File: config.mk
export PLATFORM = sky130hd
export DESIGN_NAME = freq_decade_divider
export DESIGN_NICKNAME = d
export VERILOG_FILES = /design/src/rtl/fdiv_pkg.sv /design/src/rtl/fdiv_decade_stage.sv /design/src/rtl/fdiv_preset_dec.sv /design/src/rtl/fdiv_ctrl.sv /design/src/rtl/freq_decade_divider.sv
export SDC_FILE = /design/constraint.sdc
export NUM_CORES = 1
export LEC_CHECK = 0
export ABC_AREA = 1
export BUFFER_PORTS_ARGS = -buffer_cell sky130_fd_sc_hd__clkbuf_2
export CAP_MARGIN = 20
export CORE_ASPECT_RATIO = 0.9
export CORE_MARGIN = 4
export CORE_UTILIZATION = 51
export CTS_CLUSTER_SIZE = 40
export DETAILED_ROUTE_END_ITERATION = 8
export PLACE_DENSITY = 0.76
export RECOVER_POWER = 25
export SLEW_MARGIN = 20
export SYNTH_ARGS = -nofsm -noshare
export SYNTH_HDL_FRONTEND = slang
export SYNTH_SLANG_ARGS = --single-unit
File: constraint.sdc
create_clock -name clk_i -period 1.5 [get_ports clk_i]
set_input_delay 0.225 -clock clk_i [delete_from_list [all_inputs] [get_ports clk_i]]
set_output_delay 0.225 -clock clk_i [all_outputs]
set_load 0.005 [all_outputs]
File: src/rtl/fdiv_pkg.sv
package fdiv_pkg;

    localparam int DIGIT_W = 4;
    localparam logic [DIGIT_W-1:0] DIGIT_MAX = 4'd9;

    typedef enum logic [1:0] {
        ST_PRIME   = 2'd0,
        ST_COUNT   = 2'd1,
        ST_STOPPED = 2'd2
    } div_state_e;

    // One BCD down-step; zero borrows and becomes nine
    function automatic logic [DIGIT_W-1:0] digit_down(input logic [DIGIT_W-1:0] d);
        return (d == '0) ? DIGIT_MAX : d - DIGIT_W'(1);
    endfunction

endpackage

File: src/rtl/fdiv_decade_stage.sv
module fdiv_decade_stage
    import fdiv_pkg::*;
(
    input  logic               clk_i,
    input  logic               rst_i,
    input  logic               load_i,
    input  logic [DIGIT_W-1:0] load_val_i,
    input  logic               step_i,
    output logic [DIGIT_W-1:0] digit_o,
    output logic               tc_n_o
);

    logic [DIGIT_W-1:0] digit_q;

    always_ff @(posedge clk_i) begin
        if (rst_i) begin
            digit_q <= '0;
        end else if (load_i) begin
            digit_q <= load_val_i;
        end else if (step_i) begin
            digit_q <= digit_down(digit_q);
        end
    end

    // Active-low borrow: this decade is stepping through zero
    assign tc_n_o  = !(step_i && (digit_q == '0));
    assign digit_o = digit_q;

endmodule

File: src/rtl/fdiv_preset_dec.sv
module fdiv_preset_dec
    import fdiv_pkg::*;
#(
    parameter int DECADES = 3
) (
    input  logic [DECADES*DIGIT_W-1:0] digits_i,
    output logic [DECADES*DIGIT_W-1:0] value_o,
    output logic                       zero_o,
    output logic                       one_o
);

    localparam int VEC_W = DECADES * DIGIT_W;
    localparam logic [VEC_W-1:0] ONE_PATTERN = VEC_W'(1);

    logic [DECADES-1:0] borrow;
    logic [VEC_W-1:0]   value_raw;

    for (genvar i = 0; i < DECADES; i++) begin : g_digit
        if (i == 0) begin : g_lsd
            assign borrow[i] = 1'b1;
        end
        assign value_raw[i*DIGIT_W +: DIGIT_W] =
            borrow[i] ? digit_down(digits_i[i*DIGIT_W +: DIGIT_W])
                      : digits_i[i*DIGIT_W +: DIGIT_W];
        if (i < DECADES - 1) begin : g_carry
            assign borrow[i+1] = borrow[i] && (digits_i[i*DIGIT_W +: DIGIT_W] == '0);
        end
    end

    assign zero_o  = (digits_i == '0);
    assign one_o   = (digits_i == ONE_PATTERN);
    // A zero setting loads a cleared chain instead of wrapping to all nines
    assign value_o = zero_o ? '0 : value_raw;

endmodule

File: src/rtl/fdiv_ctrl.sv
module fdiv_ctrl
    import fdiv_pkg::*;
(
    input  logic       clk_i,
    input  logic       rst_i,
    input  logic       chain_zero_i,
    input  logic       chain_one_i,
    input  logic       preset_zero_i,
    input  logic       preset_one_i,
    output logic       load_o,
    output logic       count_en_o,
    output logic       pulse_n_o,
    output div_state_e state_o
);

    div_state_e state_q;
    div_state_e state_d;
    logic       pulse_n_q;
    logic       next_zero;

    always_ff @(posedge clk_i) begin
        if (rst_i) begin
            state_q <= ST_PRIME;
        end else begin
            state_q <= state_d;
        end
    end

    always_comb begin
        state_d = state_q;
        unique case (state_q)
            ST_PRIME: begin
                state_d = preset_zero_i ? ST_STOPPED : ST_COUNT;      // T_IDLE / T_START
            end
            ST_COUNT: begin
                if (!chain_zero_i) begin
                    state_d = ST_COUNT;                               // T_STEP
                end else if (preset_zero_i) begin
                    state_d = ST_STOPPED;                             // T_HALT
                end else begin
                    state_d = ST_COUNT;                               // T_RELOAD
                end
            end
            ST_STOPPED: begin
                state_d = preset_zero_i ? ST_STOPPED : ST_COUNT;      // T_WAIT / T_RESUME
            end
            default: begin
                state_d = ST_PRIME;
            end
        endcase
    end

    // Digits are sampled outside ST_COUNT and whenever the chain sits at zero
    assign load_o     = (state_q != ST_COUNT) || chain_zero_i;
    assign count_en_o = (state_q == ST_COUNT) && !chain_zero_i;

    // Look ahead to the chain value after this edge so the output is a flop
    assign next_zero = load_o ? preset_one_i : chain_one_i;

    always_ff @(posedge clk_i) begin
        if (rst_i) begin
            pulse_n_q <= 1'b1;
        end else begin
            pulse_n_q <= !((state_d == ST_COUNT) && next_zero);
        end
    end

    assign pulse_n_o = pulse_n_q;
    assign state_o   = state_q;

endmodule

File: src/rtl/freq_decade_divider.sv
module freq_decade_divider
    import fdiv_pkg::*;
#(
    parameter int DECADES = 3
) (
    input  logic                       clk_i,
    input  logic                       rst_i,
    input  logic [DECADES*DIGIT_W-1:0] digits_i,
    output logic                       pulse_n_o
);

    localparam int CHAIN_W = DECADES * DIGIT_W;
    localparam logic [CHAIN_W-1:0] CHAIN_ONE = CHAIN_W'(1);

    logic [CHAIN_W-1:0] preset_val;
    logic [CHAIN_W-1:0] chain_q;
    logic [DECADES-1:0] step;
    logic [DECADES-1:0] tc_n;
    logic               preset_zero;
    logic               preset_one;
    logic               chain_zero;
    logic               chain_one;
    logic               load;
    logic               count_en;
    div_state_e         state;

    fdiv_preset_dec #(
        .DECADES(DECADES)
    ) u_preset (
        .digits_i(digits_i),
        .value_o (preset_val),
        .zero_o  (preset_zero),
        .one_o   (preset_one)
    );

    for (genvar i = 0; i < DECADES; i++) begin : g_decade
        if (i == 0) begin : g_head
            assign step[i] = count_en;
        end else begin : g_link
            assign step[i] = !tc_n[i-1];
        end
        fdiv_decade_stage u_stage (
            .clk_i     (clk_i),
            .rst_i     (rst_i),
            .load_i    (load),
            .load_val_i(preset_val[i*DIGIT_W +: DIGIT_W]),
            .step_i    (step[i]),
            .digit_o   (chain_q[i*DIGIT_W +: DIGIT_W]),
            .tc_n_o    (tc_n[i])
        );
    end

    assign chain_zero = (chain_q == '0);
    assign chain_one  = (chain_q == CHAIN_ONE);

    fdiv_ctrl u_ctrl (
        .clk_i        (clk_i),
        .rst_i        (rst_i),
        .chain_zero_i (chain_zero),
        .chain_one_i  (chain_one),
        .preset_zero_i(preset_zero),
        .preset_one_i (preset_one),
        .load_o       (load),
        .count_en_o   (count_en),
        .pulse_n_o    (pulse_n_o),
        .state_o      (state)
    );

endmodule

* After elaboration in Yosys (flattened, before gate mapping)
Index checks and enable logic that the tools add are counted.
** Word-level totals
- Register bits :: 15
- Input port bits :: 14
- Output and inout bits :: 1
- Word-level logic and storage cells :: 57
** Operators by class
- $add $sub $neg :: 6
- Equal/unequal tests :: 6
- Multiplexer cells :: 19
- Reduce and logical (&&, ||, !) cells :: 21
** Operators with widths (number)
- $mux W4 :: 14
- $eq A12 B1 Y1 const B :: 2
- $logic_not A12 Y1 :: 2
- $logic_not A4 Y1 :: 6
- $sub A4 B1 Y4 const B :: 6
- $mux W12 :: 1
- $reduce_bool A2 Y1 :: 3
- $logic_and A1 B1 Y1 :: 5
- $eq A2 B1 Y1 const B :: 2
- $mux W2 :: 2
- $pmux W2 S2 :: 1
- $eq A2 B2 Y1 const B :: 1
- $logic_not A1 Y1 :: 2
- $logic_not A2 Y1 :: 1
- $ne A2 B1 Y1 const B :: 1
- $reduce_or A2 Y1 :: 1
- $logic_or A1 B1 Y1 :: 1
- $mux W1 :: 1

* Longest topological paths before layout
Gate-level depths: netlist of run 1.
- Word-level depth :: 7
- Gate-level depth with buffers :: 10
- Mapped depth without buffers :: 10

* Hierarchy
Synthesis of run 1 repeated with hierarchy kept, for this count alone.
** Unflattened totals
- Cells, all modules :: 230
- Area total of the unflattened synthesis :: 1353.8 µm²
** By module, submodules not included
- fdiv_decade_stage :: times used 3, cells each 40, area each 257.7 µm², sequential area each 80.1 µm²
- fdiv_preset_dec :: times used 1, cells each 68, area each 354.1 µm², sequential area each 0.0 µm²
- fdiv_ctrl :: times used 1, cells each 19, area each 135.1 µm², sequential area each 60.1 µm²
- freq_decade_divider :: times used 1, cells each 23, area each 91.3 µm², sequential area each 0.0 µm²

* Worst setup path before layout of run 1
OpenSTA, ideal clock, no wires.
- Path type :: flip-flop to flip-flop
- Start point :: reg g_decade[0].u_stage.digit_q[1]
- End point :: reg u_ctrl.pulse_n_q, in the netlist u_ctrl.pulse_n_o
- Setup time :: 0.125 ns
- Data arrival time :: 1.126 ns
- Data required time :: 1.375 ns
- Path slack :: 0.250 ns
- Cell stages (with the launch flop) :: 10
- Buffers on the path :: 1
- Clock period less this slack :: 1.250 ns
- Cells stage by stage :: dfxtp_1 > nor2_4 > nand2_2 > nor2_4 > nand2_4 > nand2_4 > buf_12 > nand2_1 > nand2_1 > nand3_1
** Between the ends
- Longest elaborated chain between the ends :: 6
** RTL lines
- start, declared :: RTL line fdiv_decade_stage.sv:13 : logic [DIGIT_W-1:0] digit_q;
- start signal, assigned :: RTL line fdiv_decade_stage.sv:19 : digit_q <= load_val_i;
- start signal, assigned :: RTL line fdiv_decade_stage.sv:21 : digit_q <= digit_down(digit_q);
- $logic_not A12 Y1 :: RTL line freq_decade_divider.sv:53 : assign chain_zero = (chain_q == '0);
- $mux W2 :: RTL line fdiv_ctrl.sv:36 : if (!chain_zero_i) begin
- $pmux W2 S2 :: RTL line fdiv_ctrl.sv:31 : unique case (state_q)
- $eq A2 B1 Y1 :: RTL line fdiv_ctrl.sv:64 : pulse_n_q <= !((state_d == ST_COUNT) && next_zero);
- $logic_and A1 B1 Y1 * :: RTL line fdiv_ctrl.sv:64
- $logic_not A1 Y1 * :: RTL line fdiv_ctrl.sv:64
- end signal, assigned :: RTL line fdiv_ctrl.sv:64
- end, declared :: RTL line fdiv_ctrl.sv:18 : logic pulse_n_q;
Every way passes the cells marked *; elsewhere a longest branch is shown, timed or not.
A chain may end at the register's enable or synchronous reset.

* Worst setup path after layout of run 1
- Start point :: reg g_decade[1].u_stage.digit_q[2]
- End point :: reg g_decade[2].u_stage.digit_q[1]
** Between the ends
- Longest elaborated chain between the ends :: 6
** RTL lines
- start, declared :: RTL line fdiv_decade_stage.sv:13
- start signal, assigned :: RTL line fdiv_decade_stage.sv:19
- start signal, assigned :: RTL line fdiv_decade_stage.sv:21
- $logic_not A12 Y1 :: RTL line freq_decade_divider.sv:53
- $logic_not A1 Y1
- $logic_and A1 B1 Y1 :: RTL line fdiv_ctrl.sv:55 : assign count_en_o = (state_q == ST_COUNT) && !chain_zero_i;
- $logic_and A1 B1 Y1 (2 in series) :: RTL line fdiv_decade_stage.sv:26 : assign tc_n_o = !(step_i && (digit_q == '0));
- $reduce_bool A2 Y1 (no line)
- end signal, assigned :: RTL line fdiv_decade_stage.sv:19
- end signal, assigned :: RTL line fdiv_decade_stage.sv:21
- end, declared :: RTL line fdiv_decade_stage.sv:13
Parallel ways exist; a longest one is shown, timed or not.

==> results.toml, run 1 <==
[outcome]
status = "finished clean"

[die]
rows = 16
die_h_um = 53.4
core-area_um2 = 2180
io_pins = 15
dieArea_um2 = 3120
die_w_um = 58.4
start_util_pct = 53.5

[clocking]
cts_max_path_buffers = 2
clkTransAtPathRegs_ns = 0.10
worst_skew_pair.late_latency_ns = 0.29
cts_tree = "yes"
cts.sinks = 15
cts-root-buf = "clkbuf_4"
cts_buffers = 3
h-tree-depth = 1
ctsHoldBuffers = 0

[synthesis]
yosys_warnings = 0
mappedNetlistArea_um2 = 1170
syn_nets = 201
synth_cell_types = 21
postSynthAreaPerCell_um2 = 6.24
ys_seq_elements = 15
syn_inst = 187
seq_area_frac_synth_pct = 25.7

[cells_and_area]
area_delta_synth_final_pct = 23.6
fin_util_pct = 66.1
fillers = 197
drive_above_1_share_pct = 30.4
multi_input_area_um2 = 788
stdcell_count = 244
regArea_um2 = 314
finalNetCount = 232
antennaDiodeCount = 0

[timing]
setup_viol = 0
slew-limit-headroom_pct = 81.3
slew_violations = 0
fin_crit_ns = 1.44
fin_ws_ns = 0.0594
fin_crit_sh_pct = 96.0
timing.final.hold_violations = 0
fmax_ghz = 0.694
skew_ns = 0.0105
worst_pin_slew_ns = 0.279
whs_ns = 0.246
rsz0062_at_grt = "true"

[grt]
grt.total_usage_pct = 19.7
grt_pass1_vias = 1120
grt_pass1_wl_mm = 4.69
grt_max_degree = 15
grt_remaining_overflow = 0
antenna_found_initial = 0

[placement]
dp_hpwl_mm = 2.16
preCtsSetupSlack_ns = 0.0474
gp_congestion = 0.899
dpl.cell_count = 229
numPortBuffers = 14

[power]
p_switching_w = 0.000471
clkPwrFrac_pct = 19.9
comb_power_share_pct = 39.4
p_leak_nw = 0.741
powerDensity_nw_per_um2 = 838
ir_drop_mv = 0.747
switching_share_pct = 39.0
p_seq_share_pct = 40.7
p_int_w = 0.000738

[route]
drcViolationCount = 0
firstDrtPassIters = 4
drt_iter0_drc = 54
viasPerCell = 5.13
wl_mm = 2.87
wl_per_cell_um = 11.8
ant_nets = 0
num_vias = 1252

[setup_path]
crit_type = "flop to flop"
arrival_ns = 1.65
end_kind = "flop"
crit_required_ns = 1.71
cp_max_fo = 6
cp-start-kind = "flop"

[job]
maxCapViolations = 0

[min_path]
hp-class = "primary input to flop"
==> through the flow <==
step                instance area [µm²]  TNS [ns]  power, W
finish                             1440         0   0.00121
global route                       1440   -0.0434   0.00129
CTS                                1300         0   0.00112
detailed placement                 1270         0  0.000874
global placement                   1270         0  0.000862
floorplan                          1170         0  0.000787
==> synth_stat cells <==
library cell	instances	share of area, %
a21oi_1	12	5.1
a21oi_2	3	2.3
buf_12	1	1.7
clkbuf_1	1	0.32
dfxtp_1	15	26
inv_1	29	9.3
nand2_1	54	17
nand2_2	3	1.6
nand2_4	4	3.9
nand3_1	8	3.4
nand3_2	4	3.4
nand3b_1	1	0.64
nor2_1	16	5.1
nor2_2	6	3.2
nor2_4	5	4.8
nor3_1	1	0.43
nor4_1	1	0.54
o211ai_1	1	0.64
o21ai_0	17	7.3
o21ai_1	2	0.86
xor2_1	3	2.3
==> kinds of logic after synthesis <==
kind of cell           after synthesis  synth area share (%)
AO/OA/AOI/OAI                       35                  16.2
XOR/XNOR                             3                  2.25
AND/OR/NAND/NOR                    103                  44.5
flip-flops                          15                  25.7
buffers and inverters               31                  11.4
==> layout by cell type (no fill, tap or decap), types with 2 or more instances in the layout <==
master / Yosys / routed
nand2_1: 54 / 54
inv_1: 29 / 28
o21ai_0: 17 / 17
nor2_1: 16 / 16
clkbuf_2: 0 / 13
buf_4: 0 / 13
a21oi_1: 12 / 12
nor2_4: 5 / 9
dfxtp_1: 15 / 8
nand3_1: 8 / 7
nand2_4: 4 / 5
nand3_2: 4 / 5
dfxtp_2: 0 / 5
a21oi_2: 3 / 3
xor2_1: 3 / 3
clkbuf_4: 0 / 3
nor2_2: 6 / 2
nand2_2: 3 / 2
dfxtp_4: 0 / 2
==> flip-flops by register name, indices dropped and copies added, names as in the netlist <==
register	count
g_decade.u_stage.digit_o	12
u_ctrl.state_o	2
u_ctrl.pulse_n_o	1
==> final timing paths <==
path	from	to	slack (ns)	cells past startpoint
max	g_decade[1].u_stage.digit_o[2]	g_decade[2].u_stage.digit_o[1]	0.06	10
min	digits_i[11]	g_decade[2].u_stage.digit_o[3]	0.25	3
min reg2reg	g_decade[1].u_stage.digit_o[0]	g_decade[1].u_stage.digit_o[0]	0.51	2
max reg2reg	g_decade[1].u_stage.digit_o[2]	g_decade[2].u_stage.digit_o[1]	0.06	10
==> worst max-delay path: stages (launching register included) <==
cell        delay (ns)
dfxtp_4           0.38
nor2_4            0.13
nand2_2           0.08
nor2_4            0.16
nand2_4           0.12
nand2_8           0.11
clkinvlp_4        0.13
nand2_1           0.08
nand3_1           0.07
nand2_1           0.06
inv_1             0.03
==> what timing repair did <==
item                                    CTS  global route
setup buffers                             0            10
gates resized for setup                   0            18
endpoints found under the setup margin    0             6
==> power groups by stage <==
| stage | clock network, W | registers [W] | logic (W) |
|---|---|---|---|
| after global routing | 0.000268 | 0.000498 | 0.000526 |
| after CTS | 0.000248 | 0.000478 | 0.000391 |
| after detailed placement | 0 | 0.000487 | 0.000386 |
| final | 0.000240 | 0.000493 | 0.000476 |
| after floorplan | 0 | 0.000479 | 0.000308 |
| after global placement | 0 | 0.000485 | 0.000377 |
==> per-layer routing <==
| layer | up-vias | part of all wire [%] | routed length [µm] | GRT usage [%] |
|---|---|---|---|---|
| met2 | 12 | 51 | 1460 | 33.5 |
| met3 | 2 | 2.1 | 61 | 4.39 |
| li1 | 650 | - | - | - |
| met1 | 588 | 47 | 1340 | 24.6 |
| met5 | - | 0 | 0 | 0 |
| met4 | 0 | 0.49 | 14 | 5.79 |
==> area by class of cell <==
type	instances	area share (%)
multi-input combinational	142	54.6
sequential	15	21.8
timing repair buffer	27	11.5
inverter	29	7.81
tap	27	2.34
clock buffer	3	1.56
clock inverter	1	0.347
No activity file was read; power rests on OpenSTA's default activity.
==> inputs of run 2 (changes only) <==
==> constraint.sdc (replaced) <==
create_clock -name clk_i -period 1.5 [get_ports clk_i]
set_input_delay 0.3 -clock clk_i [delete_from_list [all_inputs] [get_ports clk_i]]
set_output_delay 0.3 -clock clk_i [all_outputs]
set_load 0.005 [all_outputs]
==> results.toml, run 2 (same netlist as run 1, synthesis figures left out) <==
[outcome]
status = "finished clean"

[setup_path]
slowest_delay_ns = 0.36
crit_required_ns = 1.71
crit_type = "flop to flop"
slowest_stage = "dfxtp_2"
arrival_ns = 1.67
cp_max_fo = 8
path_cells = "nor2_4 > nand2_2 > nor2_4 > nand2_4 > nand2_8 > clkinvlp_4 > buf_4 > nand2_1 > a21oi_1"
end_kind = "flop"
cp-start-kind = "flop"
worstSetupStartpoint = "g_decade[1].u_stage.digit_o[2]"
timing.rr.start = "g_decade[1].u_stage.digit_o[2]"
critPathMostFrequentCell = "nor2_4"

[die]
core-area_um2 = 2180
rows = 16
start_util_pct = 53.5
dieArea_um2 = 3120
die_h_um = 53.4
die_w_um = 58.4
io_pins = 15

[timing]
fin_ws_ns = 0.0447
skew_ns = 0.0128
slew_violations = 0
worst_pin_slew_ns = 0.239
fin_crit_ns = 1.46
rsz0062_at_grt = "true"
fin_crit_sh_pct = 97.0
timing.final.hold_violations = 0
slew-limit-headroom_pct = 83.9
setup_viol = 0
fmax_ghz = 0.687

[cells_and_area]
area_delta_synth_final_pct = 28.3
final_cell_mix = "54 x nand2_1, 28 x inv_1, 19 x buf_4, 17 x o21ai_0, 15 x nor2_1"
drive_above_1_share_pct = 32.3
finalNetCount = 238
largest_register_ffs = 12
design_area_um2 = 1500
fin_util_pct = 68.6
final_common_cell = "nand2_1"
antennaDiodeCount = 0

[route]
firstDrtPassIters = 4
viasPerCell = 5.18
num_vias = 1295
drt_iter0_drc = 52
drcViolationCount = 0
wl_mm = 3.12
ant_nets = 0
wl_per_cell_um = 12.5

[job]
maxCapViolations = 0

[grt]
grt_pass1_wl_mm = 4.80
grt_remaining_overflow = 0
grt_max_degree = 14
antenna_found_initial = 0
grt_pass1_vias = 1078
grt.total_usage_pct = 20.8

[power]
powerDensity_nw_per_um2 = 860
ir_drop_mv = 0.602
p_leak_nw = 0.775

[min_path]
hp-start = "rst_i"
hp-class = "primary input to flop"

[clocking]
cts_buffers = 3
clkTransAtPathRegs_ns = 0.11
worst_skew_pair.late_latency_ns = 0.31
h-tree-depth = 1
cts_tree = "yes"
ctsHoldBuffers = 0
cts_max_path_buffers = 2
cts-root-buf = "clkbuf_4"
cts.sinks = 15

[placement]
placed_cell_area_um2 = 1270
preCtsSetupSlack_ns = 0.00677
dp_hpwl_mm = 2.14
numPortBuffers = 14
gp_congestion = 0.831
[run 2: worst max-delay path: cells and delay by family, from the launching register on]
family | cells | cell delay, ns
buffers and inverters | 2 | 0.29
AO/OA/AOI/OAI | 1 | 0.06
flip-flops | 1 | 0.36
AND/OR/NAND/NOR | 6 | 0.64
[run 2: per-stage QoR]
step	std cells	total power, W	TNS [ns]	hold WS [ns]
after floorplan	187	0.000787	0	0.449
after global placement	229	0.000860	0	0.466
after detailed placement	229	0.000872	0	0.493
after CTS	233	0.00113	0	0.301
after global routing	250	0.00137	-0.124	0.324
final	250	0.00129	0	0.302
[run 2: per-layer routing]
layer	GRT usage (%)	wire length [µm]
met1	24.2	1300
met2	35.3	1590
met3	5.85	149
met4	8.88	82
met5	0	0
[run 2: worst paths after layout]
check | depth (start not counted) | slack (ns) | to
min reg2reg | 2 | 0.51 | g_decade[1].u_stage.digit_o[1]
min | 3 | 0.30 | g_decade[0].u_stage.digit_o[0]
max | 9 | 0.04 | g_decade[0].u_stage.digit_o[1]
max reg2reg | 9 | 0.04 | g_decade[0].u_stage.digit_o[1]
[run 2: timing repair]
item	CTS	global route
pin swaps	0	13
setup buffers	0	17
endpoints found under the setup margin	1	9
gates resized for setup	1	16
[run 2: area by class of cell]
cell class                      count  area (µm²)
Clock buffer                        3        22.5
Clock inverter                      1        5.00
Fill cell                         196         684
Inverter                           29         113
Multi-Input combinational cell    141         781
Sequential cell                    15         310
Tap cell                           27        33.8
Timing Repair Buffer               34         233
[run 2: report_power, final]
part | total (W) | internal [W] | switching [W]
Clock | 0.000257 | 0.0000998 | 0.000157
Combinational | 0.000536 | 0.000240 | 0.000296
Sequential | 0.000496 | 0.000444 | 0.0000516
Total | 0.00129 | 0.000784 | 0.000505
